$ cat src/rtl/bitproc_pkg.sv
package bitproc_pkg;

  typedef enum logic [3:0] {
    OP_NOP  = 4'd0,
    OP_MOVC = 4'd1,
    OP_MOVB = 4'd2,
    OP_SETB = 4'd3,
    OP_CLRB = 4'd4,
    OP_CPLB = 4'd5,
    OP_SETC = 4'd6,
    OP_CLRC = 4'd7,
    OP_CPLC = 4'd8,
    OP_ANL  = 4'd9,
    OP_ANLN = 4'd10,
    OP_ORL  = 4'd11,
    OP_ORLN = 4'd12,
    OP_JB   = 4'd13,
    OP_JNB  = 4'd14,
    OP_JBC  = 4'd15
  } op_e;

  typedef struct packed {
    logic wr_carry;   // operation may change carry
    logic wr_bit;     // operation always writes the addressed bit
    logic wr_cond;    // operation writes the bit only when branching
    logic branch;     // operation produces a branch condition
    logic invert;     // operand is the complement of the stored bit
  } ctrl_t;

endpackage

$ cat src/rtl/bitproc_decode.sv
module bitproc_decode
  import bitproc_pkg::*;
(
  input  op_e   op,
  output ctrl_t ctrl
);

  always_comb begin
    ctrl = '0;
    unique case (op)
      OP_MOVC, OP_SETC, OP_CLRC, OP_CPLC,
      OP_ANL, OP_ORL:   ctrl.wr_carry = 1'b1;
      OP_ANLN, OP_ORLN: begin
        ctrl.wr_carry = 1'b1;
        ctrl.invert   = 1'b1;
      end
      OP_MOVB, OP_SETB, OP_CLRB, OP_CPLB: ctrl.wr_bit = 1'b1;
      OP_JB:  ctrl.branch = 1'b1;
      OP_JNB: begin
        ctrl.branch = 1'b1;
        ctrl.invert = 1'b1;
      end
      OP_JBC: begin
        ctrl.branch  = 1'b1;
        ctrl.wr_cond = 1'b1;
      end
      default: ctrl = '0;
    endcase
  end

endmodule

$ cat src/rtl/bitproc_alu.sv
module bitproc_alu
  import bitproc_pkg::*;
(
  input  logic  valid,
  input  op_e   op,
  input  ctrl_t ctrl,
  input  logic  cur_bit,
  input  logic  carry,
  output logic  nxt_carry,
  output logic  bit_we,
  output logic  bit_wval,
  output logic  take
);

  logic operand;

  assign operand = cur_bit ^ ctrl.invert;

  always_comb begin
    nxt_carry = carry;
    if (ctrl.wr_carry) begin
      unique case (op)
        OP_MOVC:          nxt_carry = cur_bit;
        OP_SETC:          nxt_carry = 1'b1;
        OP_CLRC:          nxt_carry = 1'b0;
        OP_CPLC:          nxt_carry = ~carry;
        OP_ANL, OP_ANLN:  nxt_carry = carry & operand;
        OP_ORL, OP_ORLN:  nxt_carry = carry | operand;
        default:          nxt_carry = carry;
      endcase
    end
  end

  always_comb begin
    unique case (op)
      OP_MOVB: bit_wval = carry;
      OP_SETB: bit_wval = 1'b1;
      OP_CPLB: bit_wval = ~cur_bit;
      default: bit_wval = 1'b0;   // clear and test-then-clear
    endcase
  end

  assign take   = valid & ctrl.branch & operand;
  assign bit_we = valid & (ctrl.wr_bit | (ctrl.wr_cond & take));

endmodule

$ cat src/rtl/bitproc_bank.sv
module bitproc_bank #(
  parameter int DEPTH  = 128,
  localparam int AW    = $clog2(DEPTH)
) (
  input  logic          clk,
  input  logic          rst,
  input  logic          we,
  input  logic [AW-1:0] addr,
  input  logic          wval,
  output logic          rd
);

  logic [DEPTH-1:0] mem;

  always_ff @(posedge clk) begin
    if (rst) mem <= '0;
    else if (we) mem[addr] <= wval;
  end

  assign rd = mem[addr];

  // storage is untouched in any cycle without a write strobe
  assert_bank_hold_R11: assert property (@(posedge clk) disable iff (rst)
    !$past(rst) && !$past(we) |-> $stable(mem));

endmodule

$ cat src/rtl/bitproc_store.sv
module bitproc_store #(
  parameter int ADDR_W      = 8,
  parameter int BANK_ADDR_W = 7,
  localparam int SEL_W      = ADDR_W - BANK_ADDR_W,
  localparam int NBANK      = 1 << SEL_W,
  localparam int DEPTH      = 1 << BANK_ADDR_W
) (
  input  logic              clk,
  input  logic              rst,
  input  logic              we,
  input  logic [ADDR_W-1:0] addr,
  input  logic              wval,
  output logic              rd
);

  logic [SEL_W-1:0]       sel;
  logic [BANK_ADDR_W-1:0] lo;
  logic [NBANK-1:0]       bank_we;
  logic [NBANK-1:0]       bank_rd;

  assign sel = addr[ADDR_W-1:BANK_ADDR_W];
  assign lo  = addr[BANK_ADDR_W-1:0];

  for (genvar g = 0; g < NBANK; g++) begin : g_bank
    assign bank_we[g] = we & (sel == SEL_W'(g));
    bitproc_bank #(.DEPTH(DEPTH)) u_bank (
      .clk  (clk),
      .rst  (rst),
      .we   (bank_we[g]),
      .addr (lo),
      .wval (wval),
      .rd   (bank_rd[g])
    );
  end

  assign rd = bank_rd[sel];

  // a write lands in at most one bank
  assert_bank_excl_R9: assert property (@(posedge clk) disable iff (rst)
    $onehot0(bank_we));

endmodule

$ cat src/rtl/bitproc_top.sv
module bitproc_top
  import bitproc_pkg::*;
#(
  parameter int ADDR_W      = 8,
  parameter int BANK_ADDR_W = 7
) (
  input  logic              clk,
  input  logic              rst,
  input  logic              op_valid,
  input  logic [3:0]        op_code,
  input  logic [ADDR_W-1:0] bit_addr,
  output logic              carry,
  output logic              branch_taken,
  output logic              done
);

  op_e   op;
  ctrl_t ctrl;
  logic  cur_bit, nxt_carry, bit_we, bit_wval, take;

  assign op = op_e'(op_code);

  bitproc_decode u_dec (.op(op), .ctrl(ctrl));

  bitproc_store #(.ADDR_W(ADDR_W), .BANK_ADDR_W(BANK_ADDR_W)) u_store (
    .clk  (clk),
    .rst  (rst),
    .we   (bit_we),
    .addr (bit_addr),
    .wval (bit_wval),
    .rd   (cur_bit)
  );

  bitproc_alu u_alu (
    .valid     (op_valid),
    .op        (op),
    .ctrl      (ctrl),
    .cur_bit   (cur_bit),
    .carry     (carry),
    .nxt_carry (nxt_carry),
    .bit_we    (bit_we),
    .bit_wval  (bit_wval),
    .take      (take)
  );

  always_ff @(posedge clk) begin
    if (rst) begin
      carry        <= 1'b0;
      branch_taken <= 1'b0;
      done         <= 1'b0;
    end else begin
      done         <= op_valid;
      branch_taken <= take;
      if (op_valid) carry <= nxt_carry;
    end
  end

  // a taken branch only follows an accepted test operation
  assert_taken_branch_only_R7: assert property (@(posedge clk) disable iff (rst)
    branch_taken |-> $past(op_valid) &&
                     ($past(op) == OP_JB || $past(op) == OP_JNB || $past(op) == OP_JBC));

  // AND forms can never raise carry
  assert_and_no_raise_R5: assert property (@(posedge clk) disable iff (rst)
    !$past(rst) && $past(op_valid) && ($past(op) == OP_ANL || $past(op) == OP_ANLN)
    |-> (!carry || $past(carry)));

  // OR forms can never drop carry
  assert_or_no_drop_R5: assert property (@(posedge clk) disable iff (rst)
    !$past(rst) && $past(op_valid) && ($past(op) == OP_ORL || $past(op) == OP_ORLN)
    |-> (carry || !$past(carry)));

  // bit-target, branch and no-op codes leave carry alone
  assert_carry_hold_R3: assert property (@(posedge clk) disable iff (rst)
    !$past(rst) && $past(op_valid) &&
    ($past(op) == OP_MOVB || $past(op) == OP_SETB || $past(op) == OP_CLRB ||
     $past(op) == OP_CPLB || $past(op) == OP_JB   || $past(op) == OP_JNB  ||
     $past(op) == OP_JBC  || $past(op) == OP_NOP)
    |-> $stable(carry));

  // idle cycles change neither carry nor the branch output
  assert_idle_quiet_R11: assert property (@(posedge clk) disable iff (rst)
    !$past(rst) && !$past(op_valid) |-> $stable(carry) && !branch_taken && !done);

endmodule

$ cat config.mk
export PLATFORM = sky130hd
export DESIGN_NAME = bitproc_top
export DESIGN_NICKNAME = d
export VERILOG_FILES = /design/src/rtl/bitproc_pkg.sv /design/src/rtl/bitproc_decode.sv /design/src/rtl/bitproc_alu.sv /design/src/rtl/bitproc_bank.sv /design/src/rtl/bitproc_store.sv /design/src/rtl/bitproc_top.sv
export SDC_FILE = /design/constraint.sdc
export NUM_CORES = 1
export LEC_CHECK = 0
export ABC_AREA = 1
export BUFFER_PORTS_ARGS = -buffer_cell sky130_fd_sc_hd__clkbuf_2
export CAP_MARGIN = 20
export CORE_MARGIN = 2
export CORE_UTILIZATION = 64
export DETAILED_ROUTE_END_ITERATION = 8
export PLACE_DENSITY_LB_ADDON = 0.25
export RECOVER_POWER = 100
export SLEW_MARGIN = 25
export SYNTH_ARGS = -nofsm -noshare
export SYNTH_HDL_FRONTEND = slang
export SYNTH_SLANG_ARGS = --single-unit
export TNS_END_PERCENT = 20
$ cat constraint.sdc
create_clock -name clk -period 3.04 [get_ports clk]
set_input_delay 0.304 -clock clk [delete_from_list [all_inputs] [get_ports clk]]
set_output_delay 0.304 -clock clk [all_outputs]
set_load 0.02 [all_outputs]
==> results of run 1 <==
cell families (layout without fill, tap and decap cells):
family | count (synthesis) | count (layout) | synth area share, %
DFF | 259 | 259 | 33.6
buffers and inverters | 476 | 423 | 12.5
and+or+nand+nor | 1832 | 1832 | 49.3
AOI/OAI and AO/OA | 106 | 106 | 4.65
routing by layer:
metal / GRT usage (%) / part of all wire (%) / vias up
li1: - / - / 8253
met1: 45.4 / 39 / 7595
met2: 56.5 / 45 / 970
met3: 5.63 / 11 / 189
met4: 16.4 / 4.6 / 0
met5: 0 / 0 / -
power groups by stage:
stage / registers (mW) / clock network (mW) / logic (mW)
after CTS: 3.40 / 3.44 / 0.852
after global placement: 3.48 / 0 / 0.843
final: 3.40 / 3.41 / 0.880
after floorplan: 3.48 / 0 / 0.535
after detailed placement: 3.48 / 0 / 0.845
after global routing: 3.40 / 3.58 / 0.924
worst min path at each step:
stage               cells past startpoint                                 to
floorplan                               1                       branch_taken
global placement                        4  u_store.g_bank[0].u_bank.mem[116]
detailed placement                      4  u_store.g_bank[0].u_bank.mem[116]
CTS                                     4   u_store.g_bank[1].u_bank.mem[36]
global route                            4   u_store.g_bank[1].u_bank.mem[70]
finish                                  4   u_store.g_bank[1].u_bank.mem[36]
synth_stat cells (all sizes together):
| library cell | count | share of area, % |
|---|---|---|
| o22ai | 2 | 0.081 |
| buf | 96 | 3.3 |
| o211ai | 70 | 3.4 |
| a21oi | 1 | 0.032 |
| clkbuf | 95 | 2.3 |
| dfxtp | 259 | 34 |
| o221ai | 1 | 0.057 |
| nand4 | 258 | 10 |
| nor2 | 691 | 17 |
| nor4 | 1 | 0.041 |
| nor3 | 2 | 0.065 |
| nand3 | 61 | 2.0 |
| clkinv | 2 | 0.049 |
| nand2 | 819 | 20 |
| o21ai | 29 | 0.94 |
| o21bai | 1 | 0.049 |
| inv | 283 | 6.9 |
| a31oi | 1 | 0.041 |
| a22oi | 1 | 0.049 |
final cells by class:
class                           count  area, um^2  share of cell area, %
Tap cell                          319         399                   2.36
Multi-Input combinational cell   1938        8340                   49.3
Clock buffer                       41         821                   4.86
Sequential cell                   259        5180                   30.7
Timing Repair Buffer               86         991                   5.86
Inverter                          285        1080                   6.37
Clock inverter                     11        92.6                  0.548
flip-flops by register name, summed over array words and instances, names as in the netlist:
signal	cells
u_store.g_bank.u_bank.mem	256
branch_taken	1
carry	1
done	1
worst max-delay path, delay by kind of cell, from the launching register on:
kind,cells,cell delay [ps]
AO/OA/AOI/OAI,2,300
AND/OR/NAND/NOR,12,1500
buffers and inverters,3,620
flip-flops,1,300
metrics by stage:
stage | setup TNS, ps | area [um^2] | hold slack, ps | power [mW]
after floorplan | 0 | 15400 | 376 | 4.01
after global placement | 0 | 16000 | 496 | 4.32
after detailed placement | -74.2 | 16000 | 501 | 4.32
after CTS | 0 | 16900 | 226 | 7.69
after global routing | 0 | 16900 | 254 | 7.90
final | 0 | 16900 | 245 | 7.69
what timing repair did:
item,in CTS,in global routing
hold endpoints to repair,2,0
resized for setup,0,0
hold buffers,2,0
==> results.py, run 1 <==
metrics = {
    "setup_path": {
        "worst_r2r_startpoint": "u_store.g_bank[0].u_bank.mem[25]",
        "critical_path_destination": "u_store.g_bank[1].u_bank.mem[71]",
        "critical_path.cell_chain": "inv_1 -> nand2_1 -> o211ai_1 -> nand2_1 -> o21ai_1 -> nand2_1 -> nor2_1 -> nor2_1 -> nor2_1 -> nand2_1 -> nand2_1 -> clkbuf_1 -> nand4_1 -> nand2_2 -> buf_6 -> nor2_1 -> nor2_1",
        "worst_path_max_fanout": 42,
        "cp-startpoint": "u_store.g_bank[0].u_bank.mem[25]",
        "r2r-end": "u_store.g_bank[1].u_bank.mem[71]",
        "cp-end-kind": "register",
        "reg2reg_slack_ps": 220,
        "crit_required_ps": 3530,
        "timing.critical_path.slowest_cell_delay_ps": 410,
        "crit_path_top_delay_cell": "sky130_fd_sc_hd__nand2_2",
        "setup.worst_path.start_class": "register",
        "rr_worst_depth": 17,
        "worst-endpoint-arrival_ps": 3300,
        "critical_path_class": "register to register",
    },
    "sta": {
        "drv_slew": 0,
        "min_period_ps": 2820,
        "skew_final_ps": 9.43,
        "setup_ws_ps": 223,
        "layout_worst_path_cycle_share_pct": 92.7,
        "tightestPinTransition_ps": 1060,
        "maxClockFrequency_ghz": 0.355,
        "timing.final.hold_violations": 0,
        "rsz0062_at_grt": "no",
        "setup-violations-final": 0,
        "slew_headroom_pct": 29.1,
    },
    "floorplanning": {
        "die_height_um": 159,
        "num_io_pins": 18,
        "floorplan.rows": 56,
        "initial_utilization_pct": 65.4,
        "die_width_um": 159,
        "floorplan.die_area_um2": 25400,
        "fp.coreArea_um2": 23600,
    },
    "power_and_ir_drop": {
        "vdd_drop_max_mv": 0.394,
        "switchingPower_mw": 2.11,
        "power.density_nw_per_um2": 455,
        "power_frac_comb_pct": 11.5,
        "leakage_power_nw": 9.04,
        "internal-power_mw": 5.58,
        "switching_share_pct": 27.4,
        "power_frac_clock_pct": 44.3,
        "power.share.sequential_pct": 44.2,
    },
    "routing": {
        "detail_route.wl_per_cell_um": 15.5,
        "first_iter_violations": 2418,
        "drt_drc_violations_left": 0,
        "detail_route.first_pass.iterations": 6,
        "route.vias.total": 17000,
        "vias_per_cell": 5.79,
        "postRouteWirelength_mm": 45.5,
        "route.antenna.remaining_nets": 0,
    },
    "clock_tree": {
        "cts-root-buf": "sky130_fd_sc_hd__clkbuf_16",
        "clk_transition_reported_paths_ps": 60,
        "clock_latency_ps": 560,
        "cts_htree_levels": 1,
        "cts.path.max_buffers": 3,
        "clock_tree_from_tritoncts": "built",
        "numCtsBuffers": 29,
        "tritoncts_num_sinks": 259,
        "postCtsSetupRepairBufs": 0,
    },
    "layout": {
        "antennaDiodeCount": 0,
        "fin_cells": 2939,
        "layout-drive-gt1-share_pct": 5.00,
        "design.final.nets": 2614,
        "layout_common_cells": "sky130_fd_sc_hd__nand2_1 (817), sky130_fd_sc_hd__nor2_1 (688), sky130_fd_sc_hd__inv_1 (281)",
        "num-fill-cells": 1977,
        "area.growth.synth_to_final_pct": 9.42,
        "layout.core_utilization_pct": 71.6,
        "layout.cells.most_common": "sky130_fd_sc_hd__nand2_1",
    },
    "global_route": {
        "grt-ovfl-total": 0,
        "grt_first_pass_wirelength_mm": 74.7,
        "grt_antenna_before_repair": 0,
        "grt_pass1_vias": 15500,
        "largest_net_degree_at_the_start_of_global_routing": 257,
        "track_usage_pct": 34.8,
    },
    "synthesis": {
        "synth.distinct_cells": 24,
        "mappedNetlistNets": 2688,
        "post_synth_inst_count": 2673,
        "yosysSeqAreaShare_pct": 33.6,
        "syn_avg_cell_area_um2": 5.78,
        "yosys_warnings": 0,
        "synth_seq_cells": 259,
        "cell_area_synth_um2": 15400,
    },
    "place": {
        "detailedPlacementHpwl_mm": 26.5,
        "portBuffers": 17,
        "dp_slack_ps": -17.1,
        "gp_congestion": 0.881,
        "dp.cells": 2884,
    },
    "worst_hold_path": {
        "hp-start": "bit_addr[7]",
        "min_path_type": "primary input to register",
    },
    "status": {
        "outcome": "finished clean",
    },
    "run": {
        "drv.max_cap_violation_count": 0,
    },
}
No activity file was read; power rests on OpenSTA's default activity.
==> run 2, diff against run 1 <==
CTS_BUF_LIST = sky130_fd_sc_hd__clkbuf_16   (was default)
==> run 2 against run 1 <==
Against the previous run:
- critical path type unchanged
- combinational power about the same
- sequential power about the same
- flip-flop and latch count unchanged
- via count increased by 0.34%
- final cell count unchanged
- critical path depth unchanged
- core utilization decreased by 0.19 points
- global-route usage decreased by 0.11 points
- first-iteration DRC count increased by 0.74%
- fmax decreased by 0.35%
- register-to-register slack about the same
- hold slack improved by 1.3 ps
==> results.py, run 2 (synthesis results as in run 1) <==
metrics = {
    "setup_path": {
        "critical_path.cell_chain": "inv_1 -> nand2_1 -> o211ai_1 -> nand2_1 -> o21ai_1 -> nand2_1 -> nor2_1 -> nor2_1 -> nor2_1 -> nand2_1 -> nand2_1 -> clkbuf_1 -> nand4_1 -> nand2_2 -> clkbuf_2 -> nor2_1 -> nor2_1",
        "worst-endpoint-arrival_ps": 3320,
        "worst_r2r_startpoint": "u_store.g_bank[0].u_bank.mem[25]",
        "crit_required_ps": 3540,
        "critical-path-top-delay-family": "simple AND/OR/NAND/NOR gates",
        "critPathBufInv": 3,
        "cp-end-kind": "register",
        "critical_path_class": "register to register",
        "reg2reg_slack_ps": 210,
        "setup.worst_path.start_class": "register",
        "crit_path_top_delay_cell": "sky130_fd_sc_hd__nand2_2",
        "timing.critical_path.slowest_cell_delay_ps": 430,
        "r2r-end": "u_store.g_bank[0].u_bank.mem[84]",
        "rr_worst_depth": 17,
        "worst_path_max_fanout": 13,
    },
    "floorplanning": {
        "initial_utilization_pct": 65.4,
        "die_height_um": 159,
        "num_io_pins": 18,
        "floorplan.die_area_um2": 25400,
        "die_width_um": 159,
        "fp.coreArea_um2": 23600,
        "floorplan.rows": 56,
    },
    "layout": {
        "design.final.nets": 2614,
        "area.growth.synth_to_final_pct": 9.14,
        "antennaDiodeCount": 0,
        "top_register": "u_store.g_bank.u_bank.mem",
        "layout.cells.most_common": "sky130_fd_sc_hd__nand2_1",
        "layout-drive-gt1-share_pct": 4.81,
        "largest_register_ffs": 256,
        "post-route-cell-area_um2": 16900,
        "fin_cells": 2939,
        "layout.core_utilization_pct": 71.4,
        "layout_common_cells": "sky130_fd_sc_hd__nand2_1 (817), sky130_fd_sc_hd__nor2_1 (688), sky130_fd_sc_hd__inv_1 (288)",
    },
    "sta": {
        "skew_final_ps": 8.28,
        "final.setup.tns_ps": 0,
        "slew_headroom_pct": 31.1,
        "drv_slew": 0,
        "worst_hold_slack_ps": 246,
        "tightestPinTransition_ps": 1030,
        "maxClockFrequency_ghz": 0.354,
        "min_period_ps": 2830,
        "setup_ws_ps": 213,
        "setup-violations-final": 0,
        "layout_worst_path_cycle_share_pct": 93.0,
        "timing.final.hold_violations": 0,
        "rsz0062_at_grt": "no",
    },
    "routing": {
        "detail_route.first_pass.iterations": 5,
        "route.antenna.remaining_nets": 0,
        "postRouteWirelength_mm": 45.4,
        "drt_drc_violations_left": 0,
        "route.vias.total": 17100,
        "first_iter_violations": 2436,
        "vias_per_cell": 5.81,
        "detail_route.wl_per_cell_um": 15.4,
    },
    "run": {
        "drv.max_cap_violation_count": 0,
    },
    "worst_hold_path": {
        "holdPathEnd": "u_store.g_bank[1].u_bank.mem[36]",
        "min_path_type": "primary input to register",
        "hp-start": "bit_addr[7]",
        "min_delay_path_depth": 4,
    },
    "clock_tree": {
        "tritoncts_num_sinks": 259,
        "cts_htree_levels": 1,
        "numCtsBuffers": 29,
        "cts-root-buf": "sky130_fd_sc_hd__clkbuf_16",
        "clk_transition_reported_paths_ps": 60,
        "clock_latency_ps": 560,
        "cts.path.max_buffers": 3,
        "clock_tree_from_tritoncts": "built",
    },
    "place": {
        "gp_congestion": 0.881,
        "dpl_cell_area_um2": 16000,
        "detailedPlacementHpwl_mm": 26.5,
        "dp.cells": 2884,
        "portBuffers": 17,
        "dp_slack_ps": -17.1,
    },
    "global_route": {
        "track_usage_pct": 34.7,
        "grt-ovfl-total": 0,
        "grt_antenna_before_repair": 0,
        "largest_net_degree_at_the_start_of_global_routing": 257,
        "grt_pass1_vias": 15400,
        "grt_first_pass_wirelength_mm": 74.4,
    },
    "power_and_ir_drop": {
        "power_mw": 7.55,
        "leakage_power_nw": 9.04,
        "power.density_nw_per_um2": 448,
        "vdd_drop_max_mv": 0.403,
    },
    "status": {
        "outcome": "finished clean",
    },
}
==> run 2: report_power, final <==
group          internal, mW  switching (mW)  total (mW)
clock network          1.81            1.46        3.27
logic                 0.225           0.657       0.882
registers              3.40         0.00220        3.40
total                  5.43            2.12        7.55
==> run 2: layer usage <==
layer,wire [um],vias up,global-route usage (%)
li1,-,8277,-
met5,0,-,0
met4,2120,0,16.4
met1,17800,7596,45.2
met2,20500,1002,56.2
met3,5040,189,5.73
==> run 2: worst max-delay path by stage <==
stage	depth (start not counted)	slack, ps	from	endpoint
after global placement	22	40	bit_addr[0]	u_store.g_bank[0].u_bank.mem[34]
after CTS	19	370	u_store.g_bank[0].u_bank.mem[25]	u_store.g_bank[0].u_bank.mem[34]
after detailed placement	21	-20	bit_addr[2]	u_store.g_bank[0].u_bank.mem[40]
after global routing	17	70	u_store.g_bank[0].u_bank.mem[37]	u_store.g_bank[1].u_bank.mem[86]
final	17	210	u_store.g_bank[0].u_bank.mem[25]	u_store.g_bank[0].u_bank.mem[84]
after floorplan	21	700	bit_addr[0]	u_store.g_bank[0].u_bank.mem[77]
==> run 2: final cells by class <==
cell class | instances | area [um^2]
repair buffers | 86 | 997
well taps | 319 | 399
clock inverters | 23 | 138
multi-input cells | 1938 | 8340
inverters | 285 | 1080
clock buffers | 29 | 726
fillers | 2001 | 6750
flip-flops and latches | 259 | 5180
==> run 2: worst register-to-register path: cells and delay by family, from the launching register on <==
kind	cells	cell delay, ps
compound gates	2	310
buf+inv	3	640
flops	1	300
simple gates	12	1510
==> run 2: repair_timing <==
| item | 4_1_cts | 5_1_grt |
|---|---|---|
| gates resized for setup | 0 | 0 |
| hold endpoints to repair | 2 | 0 |
| setup buffers | 0 | 0 |
| hold buffers | 2 | 0 |
